## config.mk

```make
export PLATFORM = sky130hd
export DESIGN_NAME = ptm_ctrl
export DESIGN_NICKNAME = d
export VERILOG_FILES = /design/src/rtl/ptm_pkg.sv /design/src/rtl/ptm_decode.sv /design/src/rtl/ptm_pktgen.sv /design/src/rtl/ptm_repeat.sv /design/src/rtl/ptm_ctrl.sv
export SDC_FILE = /design/constraint.sdc
export NUM_CORES = 1
export LEC_CHECK = 0
export CORE_MARGIN = 2
export CORE_UTILIZATION = 46
export CTS_CLUSTER_DIAMETER = 120
export CTS_CLUSTER_SIZE = 20
export DETAILED_ROUTE_END_ITERATION = 10
export GPL_TIMING_DRIVEN = 0
export PLACE_DENSITY = 0.81
export SYNTH_ARGS = -nofsm -noshare
export SYNTH_HDL_FRONTEND = slang
export SYNTH_SLANG_ARGS = --single-unit
export TNS_END_PERCENT = 10
```

## constraint.sdc

```tcl
create_clock -name clk -period 3.03 [get_ports clk]
set_input_delay 0.303 -clock clk [delete_from_list [all_inputs] [get_ports clk]]
set_output_delay 0.303 -clock clk [all_outputs]
set_load 0.1 [all_outputs]
```

## src/rtl/ptm_pkg.sv

```systemverilog
package ptm_pkg;

    typedef enum logic [1:0] {
        MODE_NORM = 2'd0,
        MODE_PKT  = 2'd1,
        MODE_REP  = 2'd2
    } mode_e;

    typedef enum logic [2:0] {
        CL_PKT,
        CL_REP,
        CL_RSV_STD,
        CL_VEND,
        CL_BAD
    } sel_class_e;

    typedef struct packed {
        logic       valid;
        logic       sop;
        logic       eop;
        logic [7:0] data;
    } beat_t;

    localparam logic [7:0] SEL_PKT      = 8'h04;
    localparam logic [7:0] SEL_REP      = 8'h05;
    localparam logic [7:0] SEL_STD_LAST = 8'h3F;
    localparam logic [7:0] SEL_VEND_LO  = 8'hC0;

    function automatic sel_class_e classify(input logic [7:0] v);
        if (v == SEL_PKT)                        return CL_PKT;
        else if (v == SEL_REP)                   return CL_REP;
        else if (v > SEL_REP && v <= SEL_STD_LAST) return CL_RSV_STD;
        else if (v >= SEL_VEND_LO)               return CL_VEND;
        else                                     return CL_BAD;
    endfunction

    // Test packet content: byte i = 29*i + 7, truncated to 8 bits
    function automatic logic [7:0] pkt_byte(input int unsigned idx);
        int unsigned t;
        t = idx * 29 + 7;
        return t[7:0];
    endfunction

endpackage

```

## src/rtl/ptm_decode.sv

```systemverilog
module ptm_decode
    import ptm_pkg::*;
(
    input  logic       clk,
    input  logic       rst,
    input  logic       sel_wr,
    input  logic [7:0] sel_val,
    output mode_e      mode,
    output logic       sel_err,
    output logic       vend_stb,
    output logic [7:0] vend_code
);

    sel_class_e cls;

    always_comb cls = classify(sel_val);

    always_ff @(posedge clk) begin
        if (rst) begin
            mode      <= MODE_NORM;
            sel_err   <= 1'b0;
            vend_stb  <= 1'b0;
            vend_code <= 8'h00;
        end else begin
            sel_err  <= 1'b0;
            vend_stb <= 1'b0;
            if (sel_wr) begin
                if (mode != MODE_NORM) begin
                    sel_err <= 1'b1;
                end else begin
                    unique case (cls)
                        CL_PKT:  mode <= MODE_PKT;
                        CL_REP:  mode <= MODE_REP;
                        CL_VEND: begin
                            vend_stb  <= 1'b1;
                            vend_code <= sel_val;
                        end
                        default: sel_err <= 1'b1;
                    endcase
                end
            end
        end
    end

    // a test mode, once entered, holds until reset
    a_r9_sticky_mode: assert property (@(posedge clk) disable iff (rst)
        (mode != MODE_NORM) |=> (mode == $past(mode)));

    // reserved standard codes raise an error and leave the mode alone
    a_r6_reserved_std: assert property (@(posedge clk) disable iff (rst)
        (sel_wr && sel_val > 8'h05 && sel_val < 8'h40) |=> (sel_err && $stable(mode)));

    // vendor strobe and error are never raised together
    a_r7_vend_excl: assert property (@(posedge clk) disable iff (rst)
        !(vend_stb && sel_err));

    // refused low or mid codes never start a test
    a_r8_bad_no_mode: assert property (@(posedge clk) disable iff (rst)
        (sel_wr && (sel_val < 8'h04 || (sel_val > 8'h3F && sel_val < 8'hC0))) |=> (sel_err && $stable(mode)));

endmodule

```

## src/rtl/ptm_pktgen.sv

```systemverilog
module ptm_pktgen
    import ptm_pkg::*;
#(
    parameter int unsigned PKT_LEN  = 16,
    parameter int unsigned IDLE_GAP = 8
) (
    input  logic  clk,
    input  logic  rst,
    input  logic  run,
    output beat_t beat
);

    localparam int unsigned PERIOD = PKT_LEN + IDLE_GAP;
    localparam int unsigned CW     = (PERIOD > 1) ? $clog2(PERIOD) : 1;
    localparam logic [CW-1:0] LAST_C = CW'(PERIOD - 1);
    localparam logic [CW-1:0] LEN_C  = CW'(PKT_LEN);
    localparam logic [CW-1:0] EOP_C  = CW'(PKT_LEN - 1);

    logic [CW-1:0] cnt;

    always_ff @(posedge clk) begin
        if (rst || !run) begin
            cnt  <= '0;
            beat <= '0;
        end else begin
            beat.valid <= (cnt < LEN_C);
            beat.sop   <= (cnt == '0);
            beat.eop   <= (cnt == EOP_C);
            beat.data  <= (cnt < LEN_C) ? pkt_byte(int'(cnt)) : 8'h00;
            cnt        <= (cnt == LAST_C) ? '0 : cnt + 1'b1;
        end
    end

    // markers only ride on valid beats
    a_r2_sop_valid: assert property (@(posedge clk) disable iff (rst)
        (beat.sop || beat.eop) |-> beat.valid);

    // an end marker is followed by the idle gap
    a_r2_gap_after_eop: assert property (@(posedge clk) disable iff (rst)
        (beat.eop && run) |=> !beat.valid);

    // a stopped generator emits nothing
    a_r10_stopped_quiet: assert property (@(posedge clk) disable iff (rst)
        !run |=> !beat.valid);

endmodule

```

## src/rtl/ptm_repeat.sv

```systemverilog
module ptm_repeat
    import ptm_pkg::*;
#(
    parameter int unsigned DEPTH = 2
) (
    input  logic  clk,
    input  logic  rst,
    input  beat_t in_beat,
    output beat_t out_beat
);

    beat_t stage [DEPTH];

    generate
        for (genvar g = 0; g < DEPTH; g++) begin : g_stage
            if (g == 0) begin : g_first
                always_ff @(posedge clk) begin
                    if (rst) stage[0] <= '0;
                    else     stage[0] <= in_beat;
                end
            end else begin : g_next
                always_ff @(posedge clk) begin
                    if (rst) stage[g] <= '0;
                    else     stage[g] <= stage[g-1];
                end
            end
        end
    endgenerate

    assign out_beat = stage[DEPTH-1];

endmodule

```

## src/rtl/ptm_ctrl.sv

```systemverilog
module ptm_ctrl
    import ptm_pkg::*;
#(
    parameter int unsigned PKT_LEN  = 16,
    parameter int unsigned IDLE_GAP = 8
) (
    input  logic       clk,
    input  logic       rst,
    input  logic       sel_wr,
    input  logic [7:0] sel_val,
    input  logic       up_valid,
    input  logic       up_sop,
    input  logic       up_eop,
    input  logic [7:0] up_data,
    input  logic       disc_in,
    output logic       tx_valid,
    output logic       tx_sop,
    output logic       tx_eop,
    output logic [7:0] tx_data,
    output logic       force_en,
    output logic       disc_status,
    output logic       sel_err,
    output logic       vend_stb,
    output logic [7:0] vend_code
);

    localparam int unsigned REP_LAT = 2;

    mode_e mode;
    beat_t gen_beat;
    beat_t rep_beat;
    beat_t up_beat;
    beat_t tx_beat;

    ptm_decode u_decode (
        .clk       (clk),
        .rst       (rst),
        .sel_wr    (sel_wr),
        .sel_val   (sel_val),
        .mode      (mode),
        .sel_err   (sel_err),
        .vend_stb  (vend_stb),
        .vend_code (vend_code)
    );

    ptm_pktgen #(
        .PKT_LEN  (PKT_LEN),
        .IDLE_GAP (IDLE_GAP)
    ) u_pktgen (
        .clk  (clk),
        .rst  (rst),
        .run  (mode == MODE_PKT),
        .beat (gen_beat)
    );

    always_comb begin
        up_beat.valid = up_valid;
        up_beat.sop   = up_sop;
        up_beat.eop   = up_eop;
        up_beat.data  = up_data;
    end

    ptm_repeat #(
        .DEPTH (REP_LAT)
    ) u_repeat (
        .clk      (clk),
        .rst      (rst),
        .in_beat  (up_beat),
        .out_beat (rep_beat)
    );

    always_comb begin
        unique case (mode)
            MODE_PKT: tx_beat = gen_beat;
            MODE_REP: tx_beat = rep_beat;
            default:  tx_beat = '0;
        endcase
    end

    assign tx_valid = tx_beat.valid;
    assign tx_sop   = tx_beat.sop;
    assign tx_eop   = tx_beat.eop;
    assign tx_data  = tx_beat.data;
    assign force_en = (mode == MODE_REP);

    always_ff @(posedge clk) disc_status <= disc_in;

    // cycles since reset, saturating, so the latency check never looks before reset
    logic [1:0] warm;
    always_ff @(posedge clk) begin
        if (rst)            warm <= 2'd0;
        else if (warm != 2'd2) warm <= warm + 2'd1;
    end

    // repeated beats come out two clocks after they go in
    a_r4_repeat_latency: assert property (@(posedge clk) disable iff (rst)
        (force_en && warm == 2'd2) |->
            (tx_valid == $past(up_valid, 2) && tx_sop == $past(up_sop, 2) &&
             tx_eop == $past(up_eop, 2) && tx_data == $past(up_data, 2)));

    // nothing is transmitted in normal mode
    a_r10_normal_idle: assert property (@(posedge clk) disable iff (rst)
        (mode == MODE_NORM) |-> (!tx_valid && tx_data == 8'h00));

    // force-enable never drops once raised
    a_r3_force_hold: assert property (@(posedge clk) disable iff (rst)
        force_en |=> force_en);

    // status tracks the detect input by one clock
    a_r5_disc_follow: assert property (@(posedge clk) disable iff (rst)
        (warm != 2'd0) |-> (disc_status == $past(disc_in)));

endmodule

```

==> results of run 1 <==
-- sequential cells by signal, summed over array words and instances (netlist names) --
signal / cells
u_pktgen.cnt: 5
u_decode.sel_err: 1
disc_status: 1
u_repeat.stage: 22
u_decode.mode: 2
u_pktgen.beat: 11
u_decode.vend_stb: 1
u_decode.vend_code: 8
-- routing by layer --
metal | vias up | share of wire [%] | GRT usage, %
li1 | 831 | - | -
met1 | 728 | 48 | 21.4
met2 | 39 | 47 | 26.3
met3 | 7 | 3.9 | 3.52
met4 | 0 | 1.7 | 7.68
met5 | - | 0 | 0
-- synth_stat cells, types with 2 or more instances --
library cell	instances	area [um2]
nand2b_1	2	12.5
xnor2_1	4	35.0
fa_1	7	140
nor2_1	17	63.8
xor2_1	2	17.5
and2_1	3	18.8
clkbuf_1	7	26.3
nand4_1	2	12.5
nor2b_1	33	206
a21o_1	2	15.0
a21oi_1	9	45.0
dfxtp_1	51	1020
nand2_1	15	56.3
a22oi_1	11	82.6
ha_1	24	300
inv_1	14	52.6
-- critical path: stages, from the launching register on --
cell and delay (ps):
dfxtp_4 400, inv_1 80, fa_1 530, fa_1 520
inv_1 40, ha_1 320, ha_4 270, o21ai_1 160
o21bai_1 110, a2111o_1 410, o21ai_1 70
-- worst max-delay path by stage --
stage	from	end	cells after the start
2_1_floorplan	u_decode.mode[0]$_SDFFE_PP0P_	tx_data[1]	5
3_3_place_gp	u_pktgen.cnt[2]$_SDFF_PP0_	u_pktgen.beat[7]$_SDFF_PP0_	10
3_5_place_dp	u_pktgen.cnt[2]$_SDFF_PP0_	u_pktgen.beat[7]$_SDFF_PP0_	10
4_1_cts	u_decode.mode[0]$_SDFFE_PP0P_	tx_data[0]	6
5_1_grt	u_pktgen.cnt[0]$_SDFF_PP0_	u_pktgen.beat[7]$_SDFF_PP0_	10
6_report	u_pktgen.cnt[0]$_SDFF_PP0_	u_pktgen.beat[7]$_SDFF_PP0_	10
-- repair_timing --
| item | CTS | global route |
|---|---|---|
| pin swaps | 0 | 1 |
| gates resized for setup | 17 | 2 |
| buffers inserted | 0 | 3 |
| setup endpoints to repair | 12 | 2 |
-- where the power goes --
part | total [mW] | internal, mW | switching (mW)
sequential | 0.692 | 0.686 | 0.00572
combinational | 0.114 | 0.0471 | 0.0669
clock | 0.382 | 0.179 | 0.203
-- final cells by class --
class                           instances  area [um2]  share of cell area [%]
Buffer                                  7        26.3                   0.903
Clock buffer                            6        82.6                    2.84
Clock inverter                          1        5.00                   0.172
Inverter                               15        56.3                    1.93
Multi-Input combinational cell        148        1160                    39.9
Sequential cell                        51        1030                    35.5
Tap cell                               67        83.8                    2.88
Timing Repair Buffer                   48         463                    15.9
-- kinds of logic after synthesis --
kind of cell,count (synthesis),share of synthesized area [%]
xor gates and xnor gates,6,2.34
DFF,51,45.4
AOI/OAI and AO/OA,31,9.68
and+or+nand+nor,79,18.9
buffers and inverters,22,3.67
adders and majority gates,31,19.6
muxes,1,0.445
-- metrics by stage --
stage / total power [mW] / setup WS (ps) / utilization, %
final: 1.19 / 56.1 / 61.6
after floorplan: 0.775 / -284 / -
after CTS: 1.20 / 1.35 / 61.0
after detailed placement: 0.826 / -281 / 59.0
after global placement: 0.824 / -241 / 59.0
after global routing: 1.23 / -100 / 61.6
-- cells in the final DEF, fill, tap and decap left out, types with 2 or more instances in the layout --
master,n
nand2b_1,2
clkbuf_1,7
nor2b_1,32
nor2_1,17
inv_1,14
o21ai_1,2
ha_1,23
xor2_1,2
and2_1,3
clkdlybuf4s50_1,34
dfxtp_1,48
a22oi_1,11
clkbuf_8,6
nand4_1,2
a21oi_1,9
fa_1,7
dlygate4sd2_1,10
a21o_1,2
nand2_1,15
buf_4,3
dfxtp_4,3
xnor2_1,4
==> results.yml, run 1 <==
pwr:
  static-leakage-power_nw: 1.24
  power.density_nw_per_um2: 408
  max-vdd-ir-drop_v: 0.000260
clocking:
  clock_buffer_count_from_cts: 5
  cts_root_buf: "clkbuf_8"
  tritoncts_num_sinks: 51
  cts.path.max_buffers: 2
  ctsHtreeMaxLevel: 2
  worst_setup_hold_path_clk_slew_ps: 80
  cts-hold-fix-buffers: 0
  clock_insertion_delay_worst_skew_ps: 300
  tritoncts_clock_tree: "yes"
synth:
  async_flop_share_pct: 0
  commonest_register_cell_after_synthesis: "dfxtp_1"
  synth_nets: 275
  synthCells: 221
  post_synth_edffs: 0
  average_cell_area_after_synthesis_um2: 10.2
  yosys_warnings: 0
  synth_cell_type_count: 34
  ys_ff_latch: 51
  sequential_fraction_of_the_synthesis_area_pct: 45.4
  synth_area_um2: 2250
worst_hold_path:
  hold_path_startpoint: "u_repeat.stage[0][8]$_SDFF_PP0_"
  hold_path_class: "flop to flop"
  whs_endpoint: "u_repeat.stage[1][8]$_SDFF_PP0_"
  worstHoldPathCells: 1
die:
  core_area_um2: 4720
  die_w_um: 73.9
  die_h_um: 73.9
  num_io_pins: 46
  dieArea_um2: 5470
  num_rows: 25
  floorplan.initialDensity_pct: 47.6
flow_run:
  max_cap_violations: 0
setup_path:
  regToRegSetupSlack_ps: 60
  reg2reg_depth: 10
  timing.rr.start: "u_pktgen.cnt[0]$_SDFF_PP0_"
  crit_arrival_ps: 3210
  worst_setup_path_start_kind: "flop"
  crit_path_max_fanout: 7
  timing_worst_setup_path_type: "flop to flop"
  regToRegEndpoint: "u_pktgen.beat[7]$_SDFF_PP0_"
  worstPathRequired_ps: 3270
  worst_setup_path_end_kind: "flop"
route:
  dr_total_vias: 1605
  ant_nets_after_route: 0
  drc_violation_count_after_routing: 0
  drt_pass1_iterations: 4
  wirelength_um: 4210
  avgViaCountPerCell: 4.68
  dr.first_iter.drc_count: 41
  drt-wirelength-per-cell_um: 12.3
timing:
  post-route-period-util_pct: 98.1
  setup_violations: 0
  worst-slew-pin-transition_ps: 975
  timing.slew.headroom_pct: 34.8
  rsz0062_at_grt: "yes"
  clock.fmax_mhz: 336
  final-max-slew-violation-count: 0
  setup_total_negative_slack_ps: 0
  whs_ps: 440
  final_hold_violation_count: 0
  finClkSkew_ps: 8.37
  post-route-min-period_ps: 2970
layout:
  antenna_cells: 0
  synthToLayoutAreaGrowth_pct: 29.4
  layout-drive-gt1-share_pct: 7.61
  nNetsFinal: 330
  stdcell_area_um2: 2910
  finish.cell_count_without_fillers: 343
  layout.filler_cells: 401
outcome:
  status: "complete, no violations"
global_route:
  pin_count_of_the_biggest_net_entering_global_routing: 15
  grt_overflow: 0
  number_of_global_route_vias_before_repair: 1540
  antenna_violations_before_repair: 0
  globalRouteTotalUtil_pct: 16.5
  wire_length_of_the_first_global_routing_pass_um: 6710
placed_design:
  portBuffers: 45
  detail_placement_hpwl_um: 3270
  post_place_cell_area_um2: 2790
  globalplace.congestion: 0.785
  place.detailed.instances: 333
(Power assumes the default switching activity.)
==> run 2: changes to the inputs <==
==> constraint.sdc (replaced) <==
create_clock -name clk -period 2.6 [get_ports clk]
set_input_delay 0.26 -clock clk [delete_from_list [all_inputs] [get_ports clk]]
set_output_delay 0.26 -clock clk [all_outputs]
set_load 0.01 [all_outputs]
==> run 2 against run 1 <==
Compared with the run above: the run now ends with negative setup slack left; core utilization increased by 1.4 points; global-route usage grew 1.1 points; first-iteration DRC count increased by 46%; worst setup slack got worse by 120 ps; clock power up 25%; non-clock buffer count up 1.
==> results.yml, run 2 (synthesized netlist as in run 1, its figures left out) <==
global_route:
  antenna_violations_before_repair: 0
  wire_length_of_the_first_global_routing_pass_um: 7260
  pin_count_of_the_biggest_net_entering_global_routing: 19
  globalRouteTotalUtil_pct: 17.6
  number_of_global_route_vias_before_repair: 1628
  grt_overflow: 0
route:
  drt_pass1_iterations: 6
  drt-wirelength-per-cell_um: 12.6
  drc_violation_count_after_routing: 0
  dr.first_iter.drc_count: 60
  ant_nets_after_route: 0
  wirelength_um: 4360
  avgViaCountPerCell: 4.70
  dr_total_vias: 1620
clocking:
  cts_root_buf: "clkbuf_8"
  clock_insertion_delay_worst_skew_ps: 320
  clock_buffer_count_from_cts: 5
  cts.path.max_buffers: 2
  tritoncts_num_sinks: 51
  tritoncts_clock_tree: "yes"
  worst_setup_hold_path_clk_slew_ps: 90
  cts-hold-fix-buffers: 0
  ctsHtreeMaxLevel: 2
timing:
  setup_violations: 1
  whs_ps: 395
  post-route-min-period_ps: 2670
  final_hold_violation_count: 0
  clock.fmax_mhz: 375
  post-route-period-util_pct: 103
  worst-slew-pin-transition_ps: 497
  final-max-slew-violation-count: 0
  finClkSkew_ps: 8.71
  rsz0062_at_grt: "yes"
  timing.slew.headroom_pct: 66.9
  postLayoutSetupSlackWorst_ps: -67.4
setup_path:
  worstPathCellList: "inv_4 -> fa_1 -> fa_1 -> inv_2 -> ha_4 -> ha_4 -> o21ai_2 -> o21bai_1 -> a2111o_1 -> o21ai_1"
  cp.buffers_inverters: 2
  timing.rr.start: "u_pktgen.cnt[2]$_SDFF_PP0_"
  path_delay_family: "adder cells"
  crit_path_max_fanout: 4
  worst_setup_path_end_kind: "flop"
  timing_worst_setup_path_type: "flop to flop"
  regToRegEndpoint: "u_pktgen.beat[7]$_SDFF_PP0_"
  worst_setup_path_start_kind: "flop"
  cp_max_stage_delay_ps: 510
  timing.critical_path.slowest_stage_cell: "fa_1"
  worstPathRequired_ps: 2850
  reg2reg_depth: 10
  regToRegSetupSlack_ps: -70
  crit_arrival_ps: 2920
outcome:
  status: "finished with violations"
  violations: "negative setup slack"
pwr:
  max-vdd-ir-drop_v: 0.000378
  static-leakage-power_nw: 1.17
  power.net_switching_mw: 0.319
  sequentialPowerShare_pct: 58.7
  clock_power_share_pct: 34.8
  power.switching_fraction_pct: 23.2
  comb_power_share_pct: 6.4
  power.density_nw_per_um2: 462
  power_report.internal_total_mw: 1.05
layout:
  multiInputGateArea_um2: 1200
  layout.filler_cells: 398
  layout-drive-gt1-share_pct: 11.5
  layout_common_cells: "dfxtp_1 (48), clkdlybuf4s50_1 (45), nor2b_1 (33)"
  antenna_cells: 0
  stdcell_area_um2: 2980
  layout.cells.most_common: "dfxtp_1"
  synthToLayoutAreaGrowth_pct: 32.3
  largest_registers: "u_repeat.stage x22, u_pktgen.beat x11, u_decode.vend_code x8"
  max_flop_register: "u_repeat.stage"
  nNetsFinal: 331
  number_of_flip_flops_under_the_largest_register_name: 22
  layout.area.seq_um2: 1030
placed_design:
  portBuffers: 45
  post_place_cell_area_um2: 2820
  globalplace.congestion: 0.817
  detail_placement_hpwl_um: 3280
die:
  die_w_um: 73.9
  num_rows: 25
  num_io_pins: 46
  die_h_um: 73.9
  floorplan.initialDensity_pct: 47.6
  core_area_um2: 4720
  dieArea_um2: 5470
flow_run:
  max_cap_violations: 0
worst_hold_path:
  whs_endpoint: "disc_status$_DFF_P_"
  hold_path_startpoint: "disc_in"
  hold_path_class: "primary input to flop"
  worstHoldPathCells: 1
## run 2: changes by cell type in the layout (fill, tap and decap cells not counted), moves of 3 or more
| cell | previous run | this run |
|---|---|---|
| dlygate4sd2_1 | 10 | 0 |
| clkdlybuf4s50_1 | 34 | 45 |
| inv_1 | 14 | 10 |
| inv_2 | 1 | 4 |
## run 2: layout make-up
class,instances,area share (%)
timing repair buffer,49,16.1
multi-input combinational,148,40.2
inverter,15,1.98
clock buffer,5,2.31
tap,67,2.82
clock inverter,3,0.967
sequential,51,34.7
buffer,7,0.883
## run 2: power groups by stage
stage	clock, mW	combinational (mW)	sequential [mW]
after floorplan	0	0.0280	0.829
after global placement	0	0.0872	0.827
after detailed placement	0	0.0887	0.827
after CTS	0.489	0.0894	0.807
after global routing	0.518	0.0978	0.809
final	0.478	0.0885	0.807
## run 2: stage by stage
stage	power (mW)	cells	setup WS, ps	utilization, %	setup TNS, ps
2_1_floorplan	0.857	221	-65.2	-	-100
3_3_place_gp	0.914	333	-195	59.7	-388
3_5_place_dp	0.916	333	-244	59.7	-506
4_1_cts	1.39	345	-120	62.9	-120
5_1_grt	1.42	345	-202	63.0	-363
6_report	1.37	345	-67.4	63.0	-67.4
## run 2: worst max path at each step
| stage | end | slack, ps | from | depth (start not counted) |
|---|---|---|---|---|
| floorplan | u_pktgen.beat[7]$_SDFF_PP0_ | -70 | u_pktgen.cnt[2]$_SDFF_PP0_ | 10 |
| global placement | u_pktgen.beat[7]$_SDFF_PP0_ | -190 | u_pktgen.cnt[0]$_SDFF_PP0_ | 9 |
| detailed placement | u_pktgen.beat[7]$_SDFF_PP0_ | -240 | u_pktgen.cnt[1]$_SDFF_PP0_ | 9 |
| CTS | u_pktgen.beat[7]$_SDFF_PP0_ | -120 | u_pktgen.cnt[1]$_SDFF_PP0_ | 10 |
| global route | u_pktgen.beat[7]$_SDFF_PP0_ | -200 | u_pktgen.cnt[2]$_SDFF_PP0_ | 10 |
| finish | u_pktgen.beat[7]$_SDFF_PP0_ | -70 | u_pktgen.cnt[2]$_SDFF_PP0_ | 10 |
## run 2: repair_timing
action                     4_1_cts  5_1_grt
setup endpoints to repair        3        5
gates resized for setup          6        2
setup buffers                    4        0
pin swaps                        2        2
## run 2: routing by layer
| layer | part of all wire [%] | track usage, % | wire, um | up-vias |
|---|---|---|---|---|
| met3 | 4.7 | 4.47 | 205 | 9 |
| li1 | - | - | - | 834 |
| met5 | 0 | 0 | 0 | - |
| met4 | 2.4 | 8.89 | 106 | 0 |
| met2 | 46 | 27.0 | 2000 | 40 |
| met1 | 47 | 23.1 | 2050 | 737 |
